### src/rtl/sru_pkg.sv
// Shared definitions for the status reporting unit.
// Assumes an 8-bit event register and an 8-bit status byte.
package sru_pkg;
    localparam int EV_W   = 8;
    localparam int SB_W   = 8;
    localparam int OP_W   = 4;

    // Status byte bit positions (decoded by the external reader)
    localparam int SB_SEC_POS = 0;
    localparam int SB_MAV_POS = 4;
    localparam int SB_ESB_POS = 5;
    localparam int SB_MSS_POS = 6;

    typedef enum logic [OP_W-1:0] {
        OP_IDLE    = 4'd0,
        OP_RD_STB  = 4'd1,
        OP_RD_ESR  = 4'd2,
        OP_WR_ESE  = 4'd3,
        OP_RD_ESE  = 4'd4,
        OP_WR_SRE  = 4'd5,
        OP_RD_SRE  = 4'd6,
        OP_CLS     = 4'd7,
        OP_IFSW    = 4'd8,
        OP_PWRON   = 4'd9
    } sru_op_e;
endpackage

### src/rtl/sru_event_reg.sv
// Sticky event register with its enable mask and the masked summary.
// Assumes strobes are synchronous single-cycle pulses; a strobe beats a
// clear in the same cycle so no event is lost.
module sru_event_reg
    import sru_pkg::*;
#(
    parameter int W = EV_W
) (
    input  logic         clk,
    input  logic         rst_n,
    input  logic [W-1:0] strobe,
    input  logic         ev_clr,
    input  logic         ese_we,
    input  logic [W-1:0] ese_wdata,
    input  logic         ese_clr,
    output logic [W-1:0] esr,
    output logic [W-1:0] ese,
    output logic         summary
);
    logic [W-1:0] esr_q;

    // One sticky cell per event bit
    for (genvar g = 0; g < W; g++) begin : g_cell
        // Set on strobe, else clear on any clear condition, else hold
        always_ff @(posedge clk) begin
            if (!rst_n)
                esr_q[g] <= 1'b0;
            else if (strobe[g])
                esr_q[g] <= 1'b1;
            else if (ev_clr)
                esr_q[g] <= 1'b0;
        end
    end

    // Event enable register: written by command, zeroed at power-on
    always_ff @(posedge clk) begin
        if (!rst_n || ese_clr)
            ese <= '0;
        else if (ese_we)
            ese <= ese_wdata;
    end

    // Masked summary of latched events
    always_comb summary = |(esr_q & ese);

    assign esr = esr_q;

    a_r1_sticky: assert property (@(posedge clk) disable iff (!rst_n)
        !ev_clr |=> ((esr_q & $past(esr_q)) == $past(esr_q)));
    a_r1_strobe_sets: assert property (@(posedge clk) disable iff (!rst_n)
        (|strobe) |=> ((esr_q & $past(strobe)) == $past(strobe)));
    a_r2_clear_keeps_strobe: assert property (@(posedge clk) disable iff (!rst_n)
        ev_clr |=> (esr_q == $past(strobe)));
endmodule

### src/rtl/sru_status_byte.sv
// Status byte assembly, service request enable register and master summary.
// Assumes inputs are synchronous; the status byte is combinational so it
// follows its sources within the cycle.
module sru_status_byte
    import sru_pkg::*;
#(
    parameter int W = SB_W
) (
    input  logic         clk,
    input  logic         rst_n,
    input  logic         esb,
    input  logic         mav,
    input  logic         sec,
    input  logic         sre_we,
    input  logic [W-1:0] sre_wdata,
    input  logic         sre_clr,
    output logic [W-1:0] stb,
    output logic [W-1:0] sre,
    output logic         mss
);
    localparam logic [W-1:0] MSS_MASK = W'(1) << SB_MSS_POS;

    logic [W-1:0] raw;

    // Service request enable register; the master summary bit is not maskable
    always_ff @(posedge clk) begin
        if (!rst_n || sre_clr)
            sre <= '0;
        else if (sre_we)
            sre <= sre_wdata & ~MSS_MASK;
    end

    // Place each source at its bit; unlisted bits stay zero
    always_comb begin
        raw = '0;
        raw[SB_SEC_POS] = sec;
        raw[SB_MAV_POS] = mav;
        raw[SB_ESB_POS] = esb;
    end

    // Master summary over enabled bits, then merged into the byte
    always_comb begin
        mss = |(raw & sre);
        stb = raw | (mss ? MSS_MASK : '0);
    end

    a_r11_sre_mss_zero: assert property (@(posedge clk) disable iff (!rst_n)
        sre_we |=> !sre[SB_MSS_POS]);
    a_r9_sre_poweron: assert property (@(posedge clk) disable iff (!rst_n)
        sre_clr |=> (sre == '0));
endmodule

### src/rtl/sru_cmd_dec.sv
// Command decode and registered read-response path.
// Assumes at most one command per cycle; reads sample the state before the edge.
module sru_cmd_dec
    import sru_pkg::*;
#(
    parameter int W = EV_W
) (
    input  logic            clk,
    input  logic            rst_n,
    input  logic            cmd_valid,
    input  logic [OP_W-1:0] cmd_op,
    input  logic [W-1:0]    stb,
    input  logic [W-1:0]    esr,
    input  logic [W-1:0]    ese,
    input  logic [W-1:0]    sre,
    output logic            ev_clr,
    output logic            ese_we,
    output logic            sre_we,
    output logic            en_clr,
    output logic            rsp_valid,
    output logic [W-1:0]    rsp_data
);
    sru_op_e op;
    logic    rd_hit;
    logic [W-1:0] rd_mux;

    // Decode strobes for the register blocks
    always_comb begin
        op     = sru_op_e'(cmd_op);
        ev_clr = 1'b0;
        ese_we = 1'b0;
        sre_we = 1'b0;
        en_clr = 1'b0;
        rd_hit = 1'b0;
        rd_mux = '0;
        if (cmd_valid) begin
            case (op)
                OP_RD_STB: begin rd_hit = 1'b1; rd_mux = stb; end
                OP_RD_ESR: begin rd_hit = 1'b1; rd_mux = esr; ev_clr = 1'b1; end
                OP_WR_ESE: ese_we = 1'b1;
                OP_RD_ESE: begin rd_hit = 1'b1; rd_mux = ese; end
                OP_WR_SRE: sre_we = 1'b1;
                OP_RD_SRE: begin rd_hit = 1'b1; rd_mux = sre; end
                OP_CLS:    ev_clr = 1'b1;
                OP_IFSW:   ev_clr = 1'b1;
                OP_PWRON:  begin ev_clr = 1'b1; en_clr = 1'b1; end
                default:   ;
            endcase
        end
    end

    // Register the response one cycle after the command edge
    always_ff @(posedge clk) begin
        if (!rst_n) begin
            rsp_valid <= 1'b0;
            rsp_data  <= '0;
        end else begin
            rsp_valid <= rd_hit;
            rsp_data  <= rd_hit ? rd_mux : '0;
        end
    end

    a_r12_one_action: assert property (@(posedge clk) disable iff (!rst_n)
        $countones({ese_we, sre_we, rd_hit, en_clr && !ev_clr}) <= 1);
    a_r12_rsp_only_on_read: assert property (@(posedge clk) disable iff (!rst_n)
        !cmd_valid |=> !rsp_valid);
endmodule

### src/rtl/status_report_unit.sv
// Top of the status reporting unit: event register, status byte, command port.
// Assumes an upstream parser issues commands; no bus physical layer here.
module status_report_unit
    import sru_pkg::*;
(
    input  logic            clk,
    input  logic            rst_n,
    input  logic [EV_W-1:0] ev_strobe,
    input  logic            sec_summary,
    input  logic            queue_nonempty,
    input  logic            cmd_valid,
    input  logic [OP_W-1:0] cmd_op,
    input  logic [EV_W-1:0] cmd_wdata,
    output logic            rsp_valid,
    output logic [SB_W-1:0] rsp_data,
    output logic [SB_W-1:0] stb_out,
    output logic [EV_W-1:0] esr_out,
    output logic            srq
);
    logic            ev_clr, ese_we, sre_we, en_clr, esb, mss;
    logic [EV_W-1:0] esr, ese;
    logic [SB_W-1:0] stb, sre;

    sru_event_reg #(.W(EV_W)) u_ev (
        .clk(clk), .rst_n(rst_n), .strobe(ev_strobe), .ev_clr(ev_clr),
        .ese_we(ese_we), .ese_wdata(cmd_wdata), .ese_clr(en_clr),
        .esr(esr), .ese(ese), .summary(esb)
    );

    sru_status_byte #(.W(SB_W)) u_sb (
        .clk(clk), .rst_n(rst_n), .esb(esb), .mav(queue_nonempty),
        .sec(sec_summary), .sre_we(sre_we), .sre_wdata(cmd_wdata),
        .sre_clr(en_clr), .stb(stb), .sre(sre), .mss(mss)
    );

    sru_cmd_dec #(.W(EV_W)) u_cmd (
        .clk(clk), .rst_n(rst_n), .cmd_valid(cmd_valid), .cmd_op(cmd_op),
        .stb(stb), .esr(esr), .ese(ese), .sre(sre),
        .ev_clr(ev_clr), .ese_we(ese_we), .sre_we(sre_we), .en_clr(en_clr),
        .rsp_valid(rsp_valid), .rsp_data(rsp_data)
    );

    // Drive outputs from the sub-blocks
    always_comb begin
        stb_out = stb;
        esr_out = esr;
        srq     = mss;
    end

    a_r5_srq_needs_enabled_bit: assert property (@(posedge clk) disable iff (!rst_n)
        srq |-> ((stb_out & sre & ~(SB_W'(1) << SB_MSS_POS)) != '0));
    a_r10_stb_read_keeps_esr: assert property (@(posedge clk) disable iff (!rst_n)
        (cmd_valid && cmd_op == OP_RD_STB && ev_strobe == '0) |=> $stable(esr_out));
    a_r7_cls_keeps_enables: assert property (@(posedge clk) disable iff (!rst_n)
        (cmd_valid && cmd_op == OP_CLS) |=> ($stable(ese) && $stable(sre)));
    a_r4_unused_zero: assert property (@(posedge clk) disable iff (!rst_n)
        (stb_out & 8'h8E) == 8'h00);
endmodule

### config.mk
export PLATFORM = sky130hd
export DESIGN_NAME = status_report_unit
export DESIGN_NICKNAME = d
export VERILOG_FILES = /design/src/rtl/sru_pkg.sv /design/src/rtl/sru_event_reg.sv /design/src/rtl/sru_status_byte.sv /design/src/rtl/sru_cmd_dec.sv /design/src/rtl/status_report_unit.sv
export SDC_FILE = /design/constraint.sdc
export NUM_CORES = 1
export LEC_CHECK = 0
export BUFFER_PORTS_ARGS = -buffer_cell sky130_fd_sc_hd__buf_2
export CORE_ASPECT_RATIO = 0.8
export CORE_UTILIZATION = 45
export CTS_CLUSTER_DIAMETER = 100
export DETAILED_ROUTE_END_ITERATION = 7
export GPL_ROUTABILITY_DRIVEN = 0
export GPL_TIMING_DRIVEN = 0
export PLACE_DENSITY = 0.8
export SYNTH_ARGS = -nofsm -noshare
export SYNTH_HDL_FRONTEND = slang
export SYNTH_SLANG_ARGS = --single-unit
### constraint.sdc
create_clock -name clk -period 1.8 [get_ports clk]
set_input_delay 0.45 -clock clk [delete_from_list [all_inputs] [get_ports clk]]
set_output_delay 0.45 -clock clk [all_outputs]
set_load 0.01 [all_outputs]
==> summary.md, run 1 <==
| Metric | Value |
|---|---|
| Port Buffer Count | 41 |
| Hold EP | u_ev.ese[6] |
| Pin count of the biggest net entering global routing | 11 |
| Met3 GRT Util | 6.14% |
| Post-CTS Hold Buffers | 0 |
| Via count | roughly 1300 |
| Number of diodes | 0 |
| Reg2reg end | u_cmd.rsp_data[5] |
| Area of the core | 3130 µm² |
| Final setup fails | 2 |
| H-Tree Depth | 2 |
| WL/cell | 14.3 µm |
| Vias per cell | 5.19 |
| Final-report hold violation count | 0 |
| Overflow after GRT | 0 |
| Clock-pin slew on the worst setup and hold paths | 70 ps |
| Synth area leaders | dfxtp_1, mux2i_1, nor2_1, buf_4, mux2_1 |
| Worst-skew pair later-pin latency | 290 ps |
| Post-synth ARST share | 0% |
| Min-delay src | cmd_wdata[6] |
| Setup WS post-layout | -127 ps |
| Cell Area, Synth | 1500 µm² |
| CP required | 1350 ps |
| CTS tree | built |
| CTS sink count | 32 |
| Seq cells post-synth | 32 |
| Mean post-synth cell area | 9.68 µm² |
| Clock buffer count from CTS | 5 |
| Number of global-route vias before repair | 1256 |
| Post-synth top area cell | dfxtp_1 |
| Slew @ Worst Pin | about 520 ps |
| Area grow syn2layout | 32.2% |
| Final worst-path cycle share | 107% |
| Share of layout cells above drive strength 1 | 42.9% |
| Hold Path Class | input pin to flop |
| First-pass GRT wire length | a little under 6000 µm |
| Die footprint | 3570 µm² |
| Met1 usage | 26.6% |
| Count leader, synth | dfxtp_1 |
| Drt first pass iters | 4 |
| Die height | 53.6 µm |
| CP arrival | 1480 ps |
| Max FO, Critical Path | 2 |
| Failing checks | negative setup slack |
| Final nets | 236 |
| Netlist cell types | 30 |
| Clock skew | between 2 and 2.5 ps |
| Final core utilization | 63.3% |
| Register area share after synthesis | 42.7% |
| Startpoint Class | flop |
| Final ANT Viol Nets | 0 |
| Drc violations | 0 |
| Lkg Pwr | 1.01 nW |
| CP Class | flop to output pin |
| Area of the multi-input gates | 733 µm² |
| Synth top area share | between 40 and 50% |
| Setup crit end kind | output pin |
| GRT Max-Usage Layer | met2 |
| Die Width | 66.6 µm |
| Maximum vdd drop | ~0.67 mV |
| Top-Level Pins | 51 |
| # rows | 18 |
| Total wire length | around 3600 µm |
| R2R Setup Slk | 220 ps |
| Register Area | 653 µm² |
| DRC marker count from the first detailed-route iteration | 100 |
| Synth warn | 0 |
| RSZ-0062 raised after global routing | true |
| Antenna violations before repair | 0 |
| Top_reg_cell synth | dfxtp_1 |
| GR Layer Usage met2 | 38.7% |
| Gr usage total | between 20% and 30% |
| Fmax | around 0.52 GHz |
| R2R depth | 6 |
| Tmin final | 1930 ps |
| Fill cells | ~280 |
| Hold depth | 3 |
| Clk buf depth | 2 |
| Top cells by count, synth | dfxtp_1, nor2_1, mux2i_1 |
| Initial Util | 47.9% |
| Mapped Cells | around 160 |
| Root Driver | clkbuf_8 |
| Pre-CTS worst setup slack | 84.5 ps |
| Slew Limit Fails | 0 |
| Worst R2R Start | u_ev.esr[4] |
| Total of max-cap violations | 0 |
| Power Density | 862 nW/µm² |
| Rel. slew slack | 65.3% |
| Status | complete, but fails checks |
| Post-DP HPWL | between 2000 and 3000 µm |
| EDFF count, synth | 0 |
## logic make-up (layout without fill, tap and decap cells)
family / count (synthesis) / in the layout / synth area share [%]
AND/OR/NAND/NOR: 38 / 38 / 15.0
AO/OA/AOI/OAI: 33 / 33 / 14.6
flip-flops: 32 / 32 / 42.7
buffers and inverters: 27 / 81 / 10.8
multiplexers: 22 / 22 / 15.5
XOR/XNOR: 2 / 2 / 1.17
other: 1 / 4 / 0.250
## worst max path at each step
stage                            from         end  slack [ps]  cells after the start
after floorplan           u_ev.esr[6]  stb_out[6]         280                      5
after global placement    u_ev.esr[4]  stb_out[6]         100                      6
after detailed placement  u_ev.esr[4]  stb_out[6]          80                      6
after CTS                 u_ev.esr[4]  stb_out[6]         -90                      6
after global routing      u_ev.ese[6]  stb_out[6]        -150                      6
final                     u_ev.esr[4]  stb_out[6]        -130                      6
## critical path, cell delays in order, from the launching register on
cell and delay [ps]:
dfxtp_2 330, a22oi_2 190, nand4_1 200, a21oi_2 200
inv_2 50, buf_6 100, buf_6 110
## timing repair
action / CTS / global route
setup buffers: 5 / 2
pin swaps: 6 / 3
resized for setup: 14 / 5
endpoints found under the setup margin: 3 / 3
## cell usage in the layout (no fill, tap or decap), types with 2 or more instances in the layout
cell type,instances
buf_2,42
nor2_1,24
dfxtp_1,22
buf_4,15
mux2i_1,15
dfxtp_2,10
inv_1,9
o21ai_0,8
a31oi_1,8
clkbuf_8,7
mux2_1,6
buf_6,5
a22oi_2,4
a22oi_1,4
conb_1,4
a222oi_1,3
nand4_1,2
nand4b_1,2
nor4b_4,2
nand3_1,2
nand3b_1,2
a21oi_1,2
## report_power, final
part	switching, mW	internal, mW	leakage, nW
Combinational	0.104	0.0936	0.677
Sequential	0.0197	0.730	0.264
Clock	0.274	0.488	0.0645
## stage by stage
step / cell area (µm²) / total power, mW / instances / setup TNS, ps / hold WS (ps)
2_1_floorplan: 1510 / 0.872 / 158 / 0 / 459
3_3_place_gp: 1770 / 0.938 / 239 / 0 / 477
3_5_place_dp: 1770 / 0.944 / 239 / 0 / 492
4_1_cts: 1960 / 1.72 / 251 / -99.1 / 389
5_1_grt: 1980 / 1.77 / 252 / -220 / 404
6_report: 1980 / 1.71 / 252 / -173 / 386
## layout make-up
type                       instances  share of cell area, %
buffer                            16                   6.06
clock buffer                       7                   4.86
clock inverter                     1                   1.51
inverter                          10                   1.89
multi-input combinational         99                   37.0
sequential                        32                   32.9
tap                               40                   2.52
timing repair buffer              47                   13.2
## registers in the layout (all words and copies together), names as in the netlist
name / count
u_cmd.rsp_data: 8
u_cmd.rsp_valid: 1
u_ev.ese: 8
u_ev.esr: 8
u_sb.sre: 7
## metal layers
layer  routed length, µm  share of wire, %
met2                1730                48
met4                  72               2.0
met5                   0                 0
met1                1560                43
met3                 237               6.6
(Power assumes the default switching activity.)
==> run 2, diff against run 1 <==
--- a/config.mk
+++ b/config.mk
@@ -16,3 +16,4 @@
 export SYNTH_ARGS = -nofsm -noshare
 export SYNTH_HDL_FRONTEND = slang
 export SYNTH_SLANG_ARGS = --single-unit
+export TNS_END_PERCENT = 10
==> summary.md, run 2 (synthesized netlist as in run 1, its figures left out) <==
| Metric | Value |
|---|---|
| Tmin final | 1930 ps (+7.08 ps) |
| Slew @ Worst Pin | 522 ps (+3.83 ps) |
| RSZ-0062 raised after global routing | true |
| Pwr Total | 1.71 mW (about the same) |
| Failing checks | negative setup slack |
| Final setup fails | 3 (+1) |
| CP Class | flop to output pin |
| Cell family with most CP delay | compound AO/OA/AOI/OAI gates |
| Worst R2R Start | u_ev.esr[4] |
| Pin count of the biggest net entering global routing | 11 (unchanged) |
| Post-CTS Hold Buffers | 0 (unchanged) |
| Share of layout cells above drive strength 1 | 42.9% (unchanged) |
| CP arrival | 1480 ps (about the same) |
| Rel. slew slack | 65.0% (-0.26 points) |
| Final worst-path cycle share | 107% (+0.39 points) |
| Antenna violations before repair | 0 (unchanged) |
| Final nets | 236 (unchanged) |
| WL/cell | 14.1 µm (-0.89%) |
| Setup TNS | -307 ps (-134 ps) |
| Placed cells | 239 (unchanged) |
| Clk buf depth | 2 (unchanged) |
| Total wire length | 3560 µm (-0.89%) |
| Min-delay src | cmd_wdata[6] |
| Port Buffer Count | 41 (unchanged) |
| Clock-pin slew on the worst setup and hold paths | 70 ps (about the same) |
| Critical path's largest stage delay | 330 ps (about the same) |
| Number of global-route vias before repair | 1239 (-1.4%) |
| Root Driver | clkbuf_8 |
| Overflow after GRT | 0 (unchanged) |
| Die footprint | 3570 µm² (unchanged) |
| Final Cell Area | 1980 µm² (-0.32%) |
| Die Width | 66.6 µm (unchanged) |
| Power Density | 865 nW/µm² (+0.30%) |
| Worst setup path startpoint | u_ev.esr[4] |
| DRC marker count from the first detailed-route iteration | 99 (-1.0%) |
| Via count | 1317 (+0.61%) |
| Total of max-cap violations | 0 (unchanged) |
| Final core utilization | 63.1% (-0.20 points) |
| First-pass GRT wire length | 5730 µm (-1.3%) |
| Clock skew | 3.37 ps (+1.24 ps) |
| # rows | 18 (unchanged) |
| WHS | 385 ps (-1.04 ps) |
| Area grow syn2layout | 31.8% |
| Status | complete, but fails checks |
| Lkg Pwr | 1.01 nW (about the same) |
| Slew Limit Fails | 0 (unchanged) |
| Final-report hold violation count | 0 (unchanged) |
| DP Area | 1770 µm² (unchanged) |
| Buffer and inverter count on the worst path | 3 (unchanged) |
| Final ANT Viol Nets | 0 (unchanged) |
| Crit path cell chain | a22oi_2, nand4_1, a21oi_2, inv_2, buf_6, buf_6 |
| Top-Level Pins | 51 (unchanged) |
| Area of the core | 3130 µm² (unchanged) |
| Startpoint Class | flop |
| Most common cell after layout, fill and taps aside | buf_2 |
| Post-DP HPWL | 2510 µm (unchanged) |
| Die height | 53.6 µm (unchanged) |
| Most frequent cells in the layout | buf_2, nor2_1, dfxtp_1, buf_4, mux2i_1 |
| Initial Util | 47.9% (unchanged) |
| CP required | 1350 ps (about the same) |
| H-Tree Depth | 2 (unchanged) |
| Drt first pass iters | 4 (unchanged) |
| Setup WS post-layout | -134 ps (-7.08 ps) |
| Hold Path Class | input pin to flop |
| CP dominant cell by count | buf_6 |
| Max FO, Critical Path | 2 (unchanged) |
| Fmax | 0.517 GHz (-0.37%) |
| Setup crit end kind | output pin |
| Pre-CTS worst setup slack | 84.5 ps (unchanged) |
| Number of diodes | 0 (unchanged) |
| Maximum vdd drop | 0.672 mV (+0.18%) |
| CTS sink count | 32 (unchanged) |
| Gr usage total | 22.4% (-0.27 points) |
| Clock buffer count from CTS | 5 (unchanged) |
| Worst-skew pair later-pin latency | 300 ps (about the same) |
| Slowest-stage cell, CP | dfxtp_2 |
| Drc violations | 0 (unchanged) |
| Final cell count without fillers | 252 (unchanged) |
| CTS tree | built |
| Vias per cell | 5.23 (+0.61%) |
## run 2: final timing paths
kind | endpoint | slack, ps | cells past startpoint
worst max-delay path | stb_out[6] | -130 | 6
worst min-delay path | u_ev.ese[6] | 380 | 3
worst max register to register | u_cmd.rsp_data[5] | 380 | 5
worst min register to register | u_sb.sre[2] | 510 | 2
## run 2: where the power goes
group / switching, mW / leakage, nW / internal (mW)
Clock: 0.275 / 0.0645 / 0.488
Sequential: 0.0197 / 0.264 / 0.730
Combinational: 0.104 / 0.677 / 0.0927
Total: 0.399 / 1.01 / 1.31
## run 2: layout make-up
type / count / area [µm²]
inverters: 10 / 37.5
multi-input cells: 99 / 733
clock inverters: 1 / 30.0
repair buffers: 46 / 249
fillers: 276 / 1150
clock buffers: 7 / 96.3
flip-flops and latches: 32 / 653
well taps: 40 / 50.0
plain buffers: 17 / 128
## run 2: tightest hold or removal path, stage by stage
cell	delay, ps
buf_2	80
mux2i_1	50
nor2_1	70
## run 2: layer usage
metal  share of wire [%]  GRT usage (%)  vias up
met3                 7.0           6.14        8
met2                  47           38.0       53
met4                 2.0           11.3        0
met1                  44           26.3      603
li1                    -              -      653
met5                   0              0        -
## run 2: repair_timing
action                     CTS  global route
pin swaps                    6             3
setup endpoints to repair    3             3
buffers inserted             4             1
resized for setup           13             5
